===== src/rtl/dual_stage_watchdog.sv =====
module dual_stage_watchdog #(
  parameter int TW = 64
) (
  input  logic          clk,
  input  logic          rst_n,
  input  logic          wr_en,
  input  logic          wr_sel,
  input  logic [TW-1:0] wr_data,
  output logic [TW-1:0] time_now,
  output logic          irq_core,
  output logic          rst_req
);

  logic [TW-1:0] dl1, dl2;
  logic          wr1, wr2, late1, late2;

  assign wr1   = wr_en & ~wr_sel;
  assign wr2   = wr_en & wr_sel;
  assign late1 = time_now > dl1;
  assign late2 = time_now > dl2;

  always_ff @(posedge clk) begin
    if (!rst_n) begin
      time_now <= '0;
      dl1      <= '1;
      dl2      <= '1;
      irq_core <= 1'b0;
      rst_req  <= 1'b0;
    end else begin
      time_now <= time_now + TW'(1);
      if (wr1) dl1 <= wr_data;
      if (wr2) dl2 <= wr_data;
      irq_core <= wr1 ? 1'b0 : (irq_core | late1);
      rst_req  <= rst_req | (irq_core & late2 & ~wr1);
    end
  end

endmodule



===== config.mk =====
export PLATFORM = sky130hd
export DESIGN_NAME = dual_stage_watchdog
export DESIGN_NICKNAME = d
export VERILOG_FILES = /design/src/rtl/dual_stage_watchdog.sv
export SDC_FILE = /design/constraint.sdc
export NUM_CORES = 1
export LEC_CHECK = 0
export BUFFER_PORTS_ARGS = -buffer_cell sky130_fd_sc_hd__buf_2
export CELL_PAD_IN_SITES_DETAIL_PLACEMENT = 0
export CELL_PAD_IN_SITES_GLOBAL_PLACEMENT = 2
export CORE_MARGIN = 1.5
export CORE_UTILIZATION = 38
export DETAILED_ROUTE_END_ITERATION = 12
export PLACE_DENSITY_LB_ADDON = 0.25
export SKIP_LAST_GASP = 1
export SLEW_MARGIN = 10
export SYNTH_ARGS = -nofsm -noshare
export SYNTH_HDL_FRONTEND = slang
export SYNTH_SLANG_ARGS = --single-unit
export TNS_END_PERCENT = 100

===== constraint.sdc =====
create_clock -name clk -period 6.4 [get_ports clk]
set_input_delay 1.28 -clock clk [delete_from_list [all_inputs] [get_ports clk]]
set_output_delay 1.28 -clock clk [all_outputs]
set_load 0.005 [all_outputs]

==> flow_summary.ini <==
[job]
max-cap-violations = 0

[route]
route.vias.total = 8727
drtPass1Iterations = 5
wire_per_inst_um = 15.8
viasPerCell = 5.14
routed_wl_um = 26900
drt-initial-drc-count = 514
drtAntennaViolNets = 0
drc_errors = 0

[sta]
fin_skew_ns = 0.0128
setup_tns_ns = 0
setup_viol = 0
rsz0062_at_grt = no
fin_crit_sh = 0.453
drv_slew = 0
whs_ns = 0.496
worst_pin_slew_ns = 1.11
hold_violations = 0
fin_crit_ns = 2.90
layout_setup_ws_ns = 3.50
fmax_mhz = 345
relSlewSlack = 0.254

[placement]
dp_slack_ns = 3.34
gp_congestion = 0.780
place_area_um2 = 11300
dpl.hpwl_um = 19800
portBuffers = 133

[floorplanning]
fp-row-count = 60
die_h_um = 168
core_um2 = 26800
start_util = 0.386
die_area_um2 = 28200
die_x_um = 168
io_pins = 134

[yosys]
async_reset_ff_frac = 0
synth_warnings = 0
yosys_most_used_dff = dfxtp_1
ys_types = 46
synth_edf_count = 0
seq_area_frac_synth = 0.375
syn_area_um2 = 10300
syn_nets = 1436
syn_avg_cell_area_um2 = 8.35
netlist_instances = 1239
ys_ff_latch = 194

[global_route]
antenna_found_initial = 0
grt_max_degree = 94
gr-total-overflow = 0
grt_pass1_wl_um = 43800
grt_pass1_vias = 8110
grtUsageTotal = 0.195

[worst_setup_path]
required_ns = 6.72
worstSetupEndpointType = flip-flop
path_class = flip-flop to flip-flop
rr_worst_depth = 7
cp.arrival_ns = 3.22
path_cells = ha_1 > nand4_1 > or3_1 > nor3_1 > nand2_1 > o211ai_1 > o31ai_1
reg2reg_slack_ns = 3.50
start_kind = flip-flop
critPathMaxStageDelay_ns = 0.91
cp_max_fo = 8
cp_slowest_cell = nor3_1

[clock_network]
clock_path_buffers = 2
post-cts-setup-buffer-count = 0
cts_tree = built
cts_resized = 0
ctsRootBufferMaster = clkbuf_16
holdBufCountCts = 0
h-tree-depth = 4
insertion_delay_ns = 0.44
cts_sinks = 194
path_clk_slew_ns = 0.07
cts-buffers-inserted = 17

[power]
cellLeakagePower_nw = 5.93
peakVddDrop_uv = 139
p_per_area_nw_per_um2 = 216

[worst_hold_path]
hold_path.class = flip-flop to flip-flop
holdPathStages = 1

[cells_and_area]
design_area_um2 = 11900
drive_above_1_share = 0.133
area_growth_pct = 14.7
layout_common_cells = nand2_1 (194), dfxtp_1 (194), inv_1 (140)
diodes = 0
layout.nets = 1542

[run_status]
outcome = finished, final reports clean
per-stage QoR:
step	total power [mW]	std cells	util
floorplan	1.45	1239	-
CTS	2.59	1699	0.443
detailed placement	1.52	1667	0.421
global route	2.68	1699	0.443
global placement	1.52	1667	0.421
finish	2.56	1699	0.443
synthesized netlist by cell type (2+ instances only):
cell type / n / area, um2
clkbuf_1: 47 / 176
inv_1: 140 / 526
o311ai_0: 2 / 17.5
nor3_1: 12 / 60.1
xor2_1: 22 / 193
and4_1: 7 / 61.3
o21ai_0: 28 / 140
and2_1: 4 / 25.0
nor2b_1: 2 / 12.5
nand3_1: 39 / 195
buf_1: 4 / 15.0
nor2_1: 67 / 251
or4_1: 7 / 52.6
a221oi_1: 6 / 52.6
dfxtp_1: 194 / 3880
nand2b_1: 4 / 25.0
and3_1: 12 / 75.1
nand4_2: 2 / 25.0
or3_1: 10 / 62.6
nor4_1: 21 / 131
nand4_1: 29 / 181
o211ai_1: 129 / 968
nand2_1: 194 / 728
ha_1: 129 / 1610
a21oi_1: 65 / 325
o31ai_1: 7 / 52.6
a21o_1: 5 / 37.5
a211oi_1: 5 / 37.5
xnor2_1: 26 / 228
nand3b_1: 4 / 30.0
worst paths after layout:
kind | from | to
worst min-delay path | time_now[0] | time_now[0]
worst min register to register | time_now[0] | time_now[0]
worst max-delay path | time_now[1] | time_now[54]
worst max register to register | time_now[1] | time_now[54]
per-layer routing:
metal  global-route usage  vias to the layer above  wire length, um
met2                0.321                      109            12400
met3               0.0313                       15              710
met4               0.0466                        0              291
met1                0.267                     4042            13600
met5                    0                        -                0
li1                     -                     4561                -
state kept, by name (all words and copies together) (netlist names):
name      cells
time_now     64
irq_core      1
rst_req       1
dl1          64
dl2          64
critical path: cells and delay by family, from the launching register on:
| family | cells | cell delay (ns) |
|---|---|---|
| and+or+nand+nor | 4 | 1.77 |
| AOI/OAI and AO/OA | 2 | 0.33 |
| DFF | 1 | 0.44 |
| adders and majority gates | 1 | 0.26 |
cells by family (layout without fill, tap and decap cells):
group,count (synthesis),count (layout),synth area share
and+or+nand+nor,422,422,0.195
AOI/OAI and AO/OA,253,253,0.163
DFF,194,194,0.375
buffers and inverters,193,312,0.0707
adders and majority gates,129,129,0.156
xor gates and xnor gates,48,48,0.0406
area by class of cell:
class	count	area (um2)
fillers	2720	14900
multi-input cells	852	5740
flip-flops and latches	194	3880
repair buffers	139	713
inverters	141	529
clock buffers	20	447
well taps	341	427
clock inverters	12	124
report_power, final:
group | internal [mW] | total [mW] | switching (mW)
Combinational | 0.0804 | 0.217 | 0.137
Sequential | 1.26 | 1.28 | 0.0150
Clock | 0.556 | 1.07 | 0.511
Power figures use the tool's default switching activity.
